$ cat src/rtl/sws_pkg.sv
package sws_pkg;

    typedef enum logic [1:0] {
        S_IDLE,
        S_ADDR,
        S_WAIT,
        S_HOLD
    } sws_state_e;

    // byte offsets inside one bank's 0x20 register slot
    localparam logic [4:0] OFF_DLY  = 5'h00;
    localparam logic [4:0] OFF_WAIT = 5'h04;
    localparam int         SLOT_W   = 5;

endpackage

$ cat src/rtl/sws_regs.sv
module sws_regs
    import sws_pkg::*;
#(
    parameter int BANKS = 4,
    parameter int FW    = 5,
    localparam int BK_W = $clog2(BANKS),
    localparam int RA_W = BK_W + SLOT_W
) (
    input  logic                     clk,
    input  logic                     rst_n,
    input  logic                     wr_en,
    input  logic [RA_W-1:0]          addr,
    input  logic [31:0]              wr_data,
    output logic [31:0]              rd_data,
    output logic [BANKS-1:0][FW-1:0] dly_o,
    output logic [BANKS-1:0][FW-1:0] wait_o
);

    logic [BK_W-1:0]   sel;
    logic [SLOT_W-1:0] off;
    logic              bank_ok;
    logic              unused_hi;

    assign sel       = addr[RA_W-1:SLOT_W];
    assign off       = addr[SLOT_W-1:0];
    assign unused_hi = ^wr_data[31:FW];

    generate
        if ((1 << BK_W) == BANKS) begin : g_full
            assign bank_ok = 1'b1;
        end else begin : g_part
            assign bank_ok = (int'(sel) < BANKS);
        end
    endgenerate

    for (genvar b = 0; b < BANKS; b++) begin : g_bank
        always_ff @(posedge clk or negedge rst_n) begin
            if (!rst_n) begin
                dly_o[b]  <= '0;
                wait_o[b] <= '1;
            end else if (wr_en && bank_ok && (sel == BK_W'(b))) begin
                if (off == OFF_DLY)  dly_o[b]  <= wr_data[FW-1:0];
                if (off == OFF_WAIT) wait_o[b] <= wr_data[FW-1:0];
            end
        end
    end

    always_comb begin
        rd_data = '0;
        if (bank_ok) begin
            if (off == OFF_DLY)  rd_data[FW-1:0] = dly_o[sel];
            if (off == OFF_WAIT) rd_data[FW-1:0] = wait_o[sel];
        end
    end

endmodule

$ cat src/rtl/sws_capture.sv
module sws_capture #(
    parameter int BANKS = 4,
    parameter int AW    = 24,
    parameter int DW    = 32,
    parameter int FW    = 5,
    localparam int BW   = DW / 8,
    localparam int BK_W = $clog2(BANKS)
) (
    input  logic                     clk,
    input  logic                     rst_n,
    input  logic                     take,
    input  logic [BK_W-1:0]          in_bank,
    input  logic [AW-1:0]            in_addr,
    input  logic [DW-1:0]            in_data,
    input  logic [BW-1:0]            in_be,
    input  logic [BANKS-1:0][FW-1:0] dly_all,
    input  logic [BANKS-1:0][FW-1:0] wait_all,
    output logic [BK_W-1:0]          lat_bank,
    output logic [AW-1:0]            lat_addr,
    output logic [DW-1:0]            lat_data,
    output logic [BW-1:0]            lat_be,
    output logic [FW-1:0]            lat_wait,
    output logic [FW-1:0]            lat_dly
);

    logic [FW-1:0] pick_dly;
    logic [FW-1:0] pick_wait;
    logic [FW-1:0] clamped;

    assign pick_dly  = dly_all[in_bank];
    assign pick_wait = wait_all[in_bank];
    // a delay past the window end would leave the strobe silent
    assign clamped   = (pick_dly > pick_wait) ? pick_wait : pick_dly;

    always_ff @(posedge clk or negedge rst_n) begin
        if (!rst_n) begin
            lat_bank <= '0;
            lat_addr <= '0;
            lat_data <= '0;
            lat_be   <= '0;
            lat_wait <= '0;
            lat_dly  <= '0;
        end else if (take) begin
            lat_bank <= in_bank;
            lat_addr <= in_addr;
            lat_data <= in_data;
            lat_be   <= in_be;
            lat_wait <= pick_wait;
            lat_dly  <= clamped;
        end
    end

endmodule

$ cat src/rtl/sws_fsm.sv
module sws_fsm
    import sws_pkg::*;
#(
    parameter int FW = 5
) (
    input  logic          clk,
    input  logic          rst_n,
    input  logic          start,
    input  logic [FW-1:0] wait_n,
    input  logic [FW-1:0] dly_n,
    output logic          idle,
    output logic          cs_act,
    output logic          we_act,
    output logic          hold
);

    sws_state_e    state;
    sws_state_e    nxt;
    logic [FW-1:0] cnt;

    always_ff @(posedge clk or negedge rst_n) begin
        if (!rst_n) state <= S_IDLE;
        else        state <= nxt;
    end

    always_comb begin
        nxt = state;
        unique case (state)
            S_IDLE:  if (start) nxt = S_ADDR;
            S_ADDR:  nxt = S_WAIT;
            S_WAIT:  if (cnt == wait_n) nxt = S_HOLD;
            S_HOLD:  nxt = S_IDLE;
            default: nxt = S_IDLE;
        endcase
    end

    always_ff @(posedge clk or negedge rst_n) begin
        if (!rst_n)                cnt <= '0;
        else if (state == S_WAIT)  cnt <= cnt + 1'b1;
        else                       cnt <= '0;
    end

    always_comb begin
        idle   = (state == S_IDLE);
        cs_act = (state != S_IDLE);
        we_act = (state == S_WAIT) && (cnt >= dly_n);
        hold   = (state == S_HOLD);
    end

endmodule

$ cat src/rtl/sws_write_seq.sv
module sws_write_seq
    import sws_pkg::*;
#(
    parameter int BANKS = 4,
    parameter int AW    = 24,
    parameter int DW    = 32,
    parameter int FW    = 5
) (
    input  logic                       clk,
    input  logic                       rst_n,
    input  logic                       acc_en,
    input  logic                       low_power,
    input  logic                       req_valid,
    output logic                       req_ready,
    input  logic [$clog2(BANKS)-1:0]   req_bank,
    input  logic [AW-1:0]              req_addr,
    input  logic [DW-1:0]              req_data,
    input  logic [DW/8-1:0]            req_be,
    input  logic                       reg_we,
    input  logic [$clog2(BANKS)+4:0]   reg_addr,
    input  logic [31:0]                reg_wdata,
    output logic [31:0]                reg_rdata,
    output logic                       reg_wait,
    output logic [BANKS-1:0]           mem_cs,
    output logic                       mem_we,
    output logic [DW/8-1:0]            mem_be,
    output logic [AW-1:0]              mem_addr,
    output logic [DW-1:0]              mem_dout,
    output logic                       mem_oe,
    output logic                       done
);

    localparam int BW   = DW / 8;
    localparam int BK_W = $clog2(BANKS);

    logic                     idle, cs_act, we_act, hold, fire, commit;
    logic [BANKS-1:0][FW-1:0] dly_all, wait_all;
    logic [BK_W-1:0]          lat_bank;
    logic [AW-1:0]            lat_addr;
    logic [DW-1:0]            lat_data;
    logic [BW-1:0]            lat_be;
    logic [FW-1:0]            lat_wait, lat_dly;

    assign req_ready = idle && acc_en && !low_power;
    assign fire      = req_valid && req_ready;
    assign reg_wait  = !idle || fire;
    assign commit    = reg_we && !reg_wait;

    sws_regs #(.BANKS(BANKS), .FW(FW)) u_regs (
        .clk     (clk),
        .rst_n   (rst_n),
        .wr_en   (commit),
        .addr    (reg_addr),
        .wr_data (reg_wdata),
        .rd_data (reg_rdata),
        .dly_o   (dly_all),
        .wait_o  (wait_all)
    );

    sws_capture #(.BANKS(BANKS), .AW(AW), .DW(DW), .FW(FW)) u_cap (
        .clk      (clk),
        .rst_n    (rst_n),
        .take     (fire),
        .in_bank  (req_bank),
        .in_addr  (req_addr),
        .in_data  (req_data),
        .in_be    (req_be),
        .dly_all  (dly_all),
        .wait_all (wait_all),
        .lat_bank (lat_bank),
        .lat_addr (lat_addr),
        .lat_data (lat_data),
        .lat_be   (lat_be),
        .lat_wait (lat_wait),
        .lat_dly  (lat_dly)
    );

    sws_fsm #(.FW(FW)) u_fsm (
        .clk    (clk),
        .rst_n  (rst_n),
        .start  (fire),
        .wait_n (lat_wait),
        .dly_n  (lat_dly),
        .idle   (idle),
        .cs_act (cs_act),
        .we_act (we_act),
        .hold   (hold)
    );

    for (genvar b = 0; b < BANKS; b++) begin : g_cs
        assign mem_cs[b] = cs_act && (lat_bank == BK_W'(b));
    end

    assign mem_we   = we_act;
    assign mem_be   = we_act ? lat_be : '0;
    assign mem_addr = cs_act ? lat_addr : '0;
    assign mem_dout = cs_act ? lat_data : '0;
    assign mem_oe   = cs_act;
    assign done     = hold;

endmodule

$ cat config.mk
export PLATFORM = sky130hd
export DESIGN_NAME = sws_write_seq
export DESIGN_NICKNAME = d
export VERILOG_FILES = /design/src/rtl/sws_pkg.sv /design/src/rtl/sws_regs.sv /design/src/rtl/sws_capture.sv /design/src/rtl/sws_fsm.sv /design/src/rtl/sws_write_seq.sv
export SDC_FILE = /design/constraint.sdc
export NUM_CORES = 1
export LEC_CHECK = 0
export CORE_ASPECT_RATIO = 1.2
export CORE_MARGIN = 2
export CORE_UTILIZATION = 47
export CTS_CLUSTER_SIZE = 8
export DETAILED_ROUTE_END_ITERATION = 8
export PLACE_DENSITY_LB_ADDON = 0.25
export SETUP_SLACK_MARGIN = 0.3
export SLEW_MARGIN = 20
export SYNTH_ARGS = -nofsm -noshare
export SYNTH_HDL_FRONTEND = slang
export SYNTH_SLANG_ARGS = --single-unit
$ cat constraint.sdc
create_clock -name clk -period 2.9 [get_ports clk]
set_input_delay 0.435 -clock clk [delete_from_list [all_inputs] [get_ports clk]]
set_output_delay 0.435 -clock clk [all_outputs]
set_load 0.005 [all_outputs]
==> results of run 1 <==
cell usage after synthesis, drive strengths merged (6+ instances only):
| cell | number |
|---|---|
| buf | 50 |
| clkbuf | 11 |
| nor2b | 59 |
| nand3 | 8 |
| nand2 | 201 |
| dfrtp | 99 |
| mux4 | 20 |
| inv | 16 |
| xor2 | 6 |
| ha | 15 |
| a21oi | 7 |
| dfstp | 20 |
| mux2 | 40 |
power breakdown:
group          switching (uW)  internal, uW  total [uW]
sequential                243          2120        2360
combinational            1110          1530        2650
clock                     755          1510        2260
total                    2110          5160        7270
routing by layer:
layer  vias up  wire length, um  part of all wire [%]  GRT usage, %
li1       2326                -                     -             -
met3        18              776                   4.9         5.471
met5         -                0                     0             0
met4         0              246                   1.5         7.708
met2       163             8309                    52         38.34
met1      2426             6667                    42         27.22
final timing paths:
path / start / end / slack [ps] / depth (start not counted)
max: u_fsm.cnt[2]$_DFF_PN0_ / mem_be[0] / 270 / 8
max reg2reg: u_fsm.state[1]$_DFFE_PN0P_ / u_cap.lat_bank[1]$_DFFE_PN0P_ / 530 / 7
min reg2reg: u_cap.lat_data[1]$_DFFE_PN0P_ / u_cap.lat_data[1]$_DFFE_PN0P_ / 460 / 2
min: u_cap.lat_data[1]$_DFFE_PN0P_ / u_cap.lat_data[1]$_DFFE_PN0P_ / 460 / 2
max in group asynchronous: rst_n / u_cap.lat_addr[14]$_DFFE_PN0P_ / 1620 / 3
min in group asynchronous: rst_n / u_cap.lat_addr[6]$_DFFE_PN0P_ / 470 / 2
final cells by class:
type | instances | area, sq um | share of cell area, %
well taps | 168 | 210.2 | 2.328
multi-input cells | 440 | 3139 | 34.77
repair buffers | 198 | 1982 | 21.95
clock inverters | 14 | 207.7 | 2.300
clock buffers | 17 | 425.4 | 4.712
inverters | 16 | 60.06 | 0.6652
flip-flops and latches | 119 | 3004 | 33.27
registers in the layout, indices dropped and copies added, names as in the netlist:
register	count
u_cap.lat_addr	24
u_cap.lat_bank	2
u_cap.lat_be	4
u_cap.lat_data	32
u_cap.lat_dly	5
u_cap.lat_wait	5
u_fsm.cnt	5
u_fsm.state	2
u_regs.dly_o	20
u_regs.wait_o	20
worst register-to-register path, cell delays in order, from the launching register on:
cell     delay (ps)
dfrtp_1         420
inv_1           130
ha_4            200
buf_4           270
and4b_2         740
buf_4           360
nand2_1         110
nand2_1          70
per-stage QoR:
step	utilization [%]	TNS, ps	hold slack (ps)	total power, uW
after floorplan	-	0	139.4	3516
after global placement	60.90	-400.1	353.0	4795
after detailed placement	60.90	-598.5	360.1	4910
after CTS	66.80	0	467.7	7264
after global routing	68.20	0	490.1	7709
final	68.20	0	464.9	7272
cell families after synthesis:
| family | Yosys count | share of synthesized area (%) |
|---|---|---|
| AOI/OAI and AO/OA | 29 | 3.406 |
| xor gates and xnor gates | 8 | 1.096 |
| adders and majority gates | 15 | 2.936 |
| buffers and inverters | 77 | 7.183 |
| DFF | 119 | 46.98 |
| muxes | 61 | 15.19 |
| other | 1 | 0.05866 |
| and+or+nand+nor | 300 | 23.16 |
repair_timing:
action | in CTS | in global routing
cloned | 1 | 1
hold buffers | 1 | 0
endpoints found under the setup margin | 16 | 21
buffers inserted | 8 | 12
pin swaps | 4 | 8
resized for setup | 25 | 24
hold endpoints to repair | 22 | 0
==> metrics, run 1 <==
worst-path cell chain=ha_4 -> a21o_1 -> a21o_1 -> a211oi_2 -> buf_4 -> buf_4 -> and3b_1 -> clkbuf_2; Critical Path Fanout Max=3; CTS Sinks=119; Max Clk Rate=380.8 MHz; Buf+Inv Stages, Crit Path=3; WL/cell=16.46 um; initial antenna violation count=0; Fill cells=1004; Unique masters post-synth=47; die height=131.8 um; Clock Latency Late Sink=410 ps; WL final=16.00 mm; CTS Buf Count=17; CTS tree=yes; final setup fails=0; largest vdd supply drop=0.4302 mV; Post-synth top flop=dfrtp_1; via count=4933; top post-synthesis cells by area=dfrtp_1 (39%), nand2_1 (12%), dfstp_2 (8.2%), mux4_2 (6.7%), nor2b_1 (5.8%); Arr. time, crit path=2190 ps; CP Launch Type=register; pin count of the biggest net entering global routing=60; Crit. End Element=output pin; most frequent cells in the layout=nand2_1 (201), clkdlybuf4s50_1 (141), dfrtp_1 (98); commonest non-fill, non-tap cell in the layout=nand2_1; Seq/Total Area, Yosys=46.98%; final worst slack=273.9 ps; Final Hold Fails=0; Post-DRT Antenna Nets=0; async set-reset flop share out of synthesis=100.0%; Seq cells post-synth=119; CP Class=register to output pin; placed insts=918; PD cells=805.4 nW/um^2; Cells after Synth=610; Post-synth EDFFs=0; placer congestion estimate=0.8844; die width=110.5 um; Crit path max-delay family=compound AO/OA/AOI/OAI gates; Iter 0 DRT Violations=288; placed wire-length estimate=11.03 mm; YS warnings=0; synthesized area per cell=10.48 sq um; Worst Path Required=2470 ps; Congestion Overflow GR=0; CTS clk-pin slew, worst paths=60 ps; diode count=0; post-synth top area share=38.76%; nets=914; Synth area leader=dfrtp_1; dpl ws=-136.3 ps; Initial Util=48.29%; CTS Root Cell=clkbuf_16; Final min period=2626 ps; CTS H-tree lvls=4; Largest stage delay, worst path=430 ps; DRC=0; Max Root-Sink Buffers=2; Slew @ Worst Pin=730.7 ps; vias in the first global route=5161; DIE AREA=14550 sq um; gr usage total=22.20%; Initial DRT Pass Iterations=4; Area Growth Syn to Fin=41.24%; Final period util=90.56%; LEAKAGE=0.004380 uW; mapped cell area=6392 sq um; Non-Filler Instances=972; CP max-delay cell=dfrtp_2; RSZ-0062 raised after global routing=yes; num ports=208; global-route wire length before repair=26.05 mm; Max-Cap Viols=0; port buffer count=153; status=finished clean; layout cells sized above 1=21.14%; Slew HR=51.29%; worst clock skew=7.750 ps; Cell Rows=46; Cell Area, Placed=8061 sq um; via-per-instance ratio=5.075; Core ar.=13240 sq um; design area=9029 sq um; Tightest Hold Check Type=register to register; final slew viol count=0
No activity file was read; power rests on OpenSTA's default activity.
==> run 2, diff against run 1 <==
- ABC_CLOCK_PERIOD_IN_PS: default -> 2900
==> results of run 2 <==
Final layout, timing and power as in run 1 (identical DEF).
==> run 3, diff against run 2 <==
- CORE_UTILIZATION: 47 -> 50
- DONT_BUFFER_PORTS: default -> 1
- MAX_ROUTING_LAYER: default -> met4
==> metrics, run 3 (same netlist as run 1, synthesis figures left out) <==
status=finished with violations; failing checks=hold timing; Non-Filler Instances=777; Slew @ Worst Pin=613.5 ps; Sequential Power Share=40.1%; CP Class=register to output pin; DRC=0; largest vdd supply drop=0.4006 mV; worst-path cell chain=ha_1 -> a21o_1 -> a21o_1 -> a211oi_4 -> and3b_1; Cell Rows=45; Iter 0 DRT Violations=147; num ports=208; Final period util=86.92%; RSZ-0062 raised after global routing=no; nets=722; dpl ws=372.1 ps; global-route wire length before repair=20.79 mm; switching share of power=30.80%; final worst slack=379.2 ps; Clk pwr share=35.2%; Final Hold Fails=119; CTS clk-pin slew, worst paths=50 ps; LEAKAGE=0.003439 uW; PD cells=845.0 nW/um^2; Largest stage delay, worst path=450 ps; placed insts=745; Max Clk Rate=396.7 MHz; die width=107.2 um; CTS Buf Count=17; most frequent cells in the layout=nand2_1 (201), dfrtp_1 (99), nor2b_1 (59); Core ar.=12560 sq um; Tightest Hold Check Type=input pin to async pin; via-per-instance ratio=5.292; Area Growth Syn to Fin=8.808%; CP max-delay cell=dfrtp_1; Max-Cap Viols=0; Arr. time, crit path=2090 ps; Post-DRT Antenna Nets=0; final slew viol count=0; port buffer count=0; Gate power share=24.7%; CTS H-tree lvls=4; Sw Pwr=1810 uW; CTS Root Cell=clkbuf_16; CTS tree=yes; cell mode on critical path=a21o_1; final setup fails=0; placed wire-length estimate=9.476 mm; Worst Path Required=2470 ps; Slew HR=59.10%; initial antenna violation count=0; layout cells sized above 1=17.62%; post-route setup TNS=0 ps; Clock Latency Late Sink=410 ps; via count=4112; Crit. End Element=output pin; P_int=4067 uW; WL final=13.20 mm; largest registers=u_cap.lat_data (32), u_cap.lat_addr (24); Max Root-Sink Buffers=2; Initial DRT Pass Iterations=6; fin util=55.40%; vias in the first global route=4199; WL/cell=16.98 um; Hold WS=-283.4 ps; Reg with most FFs=u_cap.lat_data; CP Launch Type=register; Initial Util=50.91%; placer congestion estimate=0.8672; Congestion Overflow GR=0; CTS Sinks=119; commonest non-fill, non-tap cell in the layout=nand2_1; worst clock skew=6.334 ps; Critical Path Fanout Max=5; Final min period=2521 ps; DIE AREA=13710 sq um; die height=127.9 um; max reg flops=32; diode count=0; gr usage total=20.43%; pin count of the biggest net entering global routing=120
==> run 3: cell types whose count changed in the layout (fill, tap and decap cells not counted), moves of 3 or more <==
cell	delta
buf_4	-29
ha_1	+5
a21oi_1	+3
ha_4	-5
clkdlybuf4s50_1	-141
clkbuf_2	-3
a21oi_2	-3
buf_12	-6
dlymetal6s2s_1	-5
==> run 3: cell type report <==
type	instances	area [sq um]
Clock buffer	19	432.9
Sequential cell	119	3003
Multi-Input combinational cell	440	3054
Clock inverter	13	155.1
Fill cell	1076	5600
Timing Repair Buffer	6	45.04
Tap cell	164	205.2
Inverter	16	60.06
==> run 3: timing repair <==
action / in CTS / in global routing
gates resized for setup: 2 / 1
endpoints found under the hold margin: 119 / 119
endpoints found under the setup margin: 5 / 62
buffers inserted: 0 / 0
==> run 3: metal layers <==
metal	wire (um)	vias up	track usage, %
met2	6820	136	33.95
li1	-	1928	-
met3	838	18	6.457
met4	212	0	6.646
met5	0	-	-
met1	5324	2030	23.54
==> run 3: final timing paths <==
check / start / to / slack (ps) / depth (start not counted)
worst max register to register: u_regs.dly_o[19]$_DFFE_PN0P_ / u_cap.lat_dly[3]$_DFFE_PN0P_ / 470 / 6
max in group asynchronous: rst_n / u_regs.wait_o[0]$_DFFE_PN1P_ / 2960 / 0
worst min-delay path: rst_n / u_cap.lat_data[14]$_DFFE_PN0P_ / -280 / 0
worst max-delay path: u_fsm.cnt[2]$_DFF_PN0_ / mem_be[3] / 380 / 5
worst min register to register: u_cap.lat_data[3]$_DFFE_PN0P_ / u_cap.lat_data[3]$_DFFE_PN0P_ / 470 / 2
min in group clk: req_data[11] / u_cap.lat_data[11]$_DFFE_PN0P_ / 130 / 2
==> run 3: worst max-delay path, delay by kind of cell (launching register included) <==
family          cells  cell delay, ps
compound gates      3             670
fa+ha+maj           1             320
flops               1             450
simple gates        1             240
==> run 3: power groups by stage <==
stage / clock, uW / combinational [uW] / sequential (uW)
after floorplan: 0 / 1210 / 2310
after global placement: 0 / 1380 / 2350
after detailed placement: 0 / 1430 / 2380
after CTS: 2120 / 1460 / 2360
after global routing: 2200 / 1650 / 2410
final: 2070 / 1450 / 2360
==> run 3: per-stage QoR <==
stage | hold WS, ps | power [uW] | area (sq um)
final | -283.4 | 5877 | 6955
after global routing | -311.5 | 6264 | 6955
after CTS | -298.1 | 5931 | 6945
after detailed placement | 142.7 | 3817 | 6345
after global placement | 142.1 | 3738 | 6345
after floorplan | 139.4 | 3516 | 6490
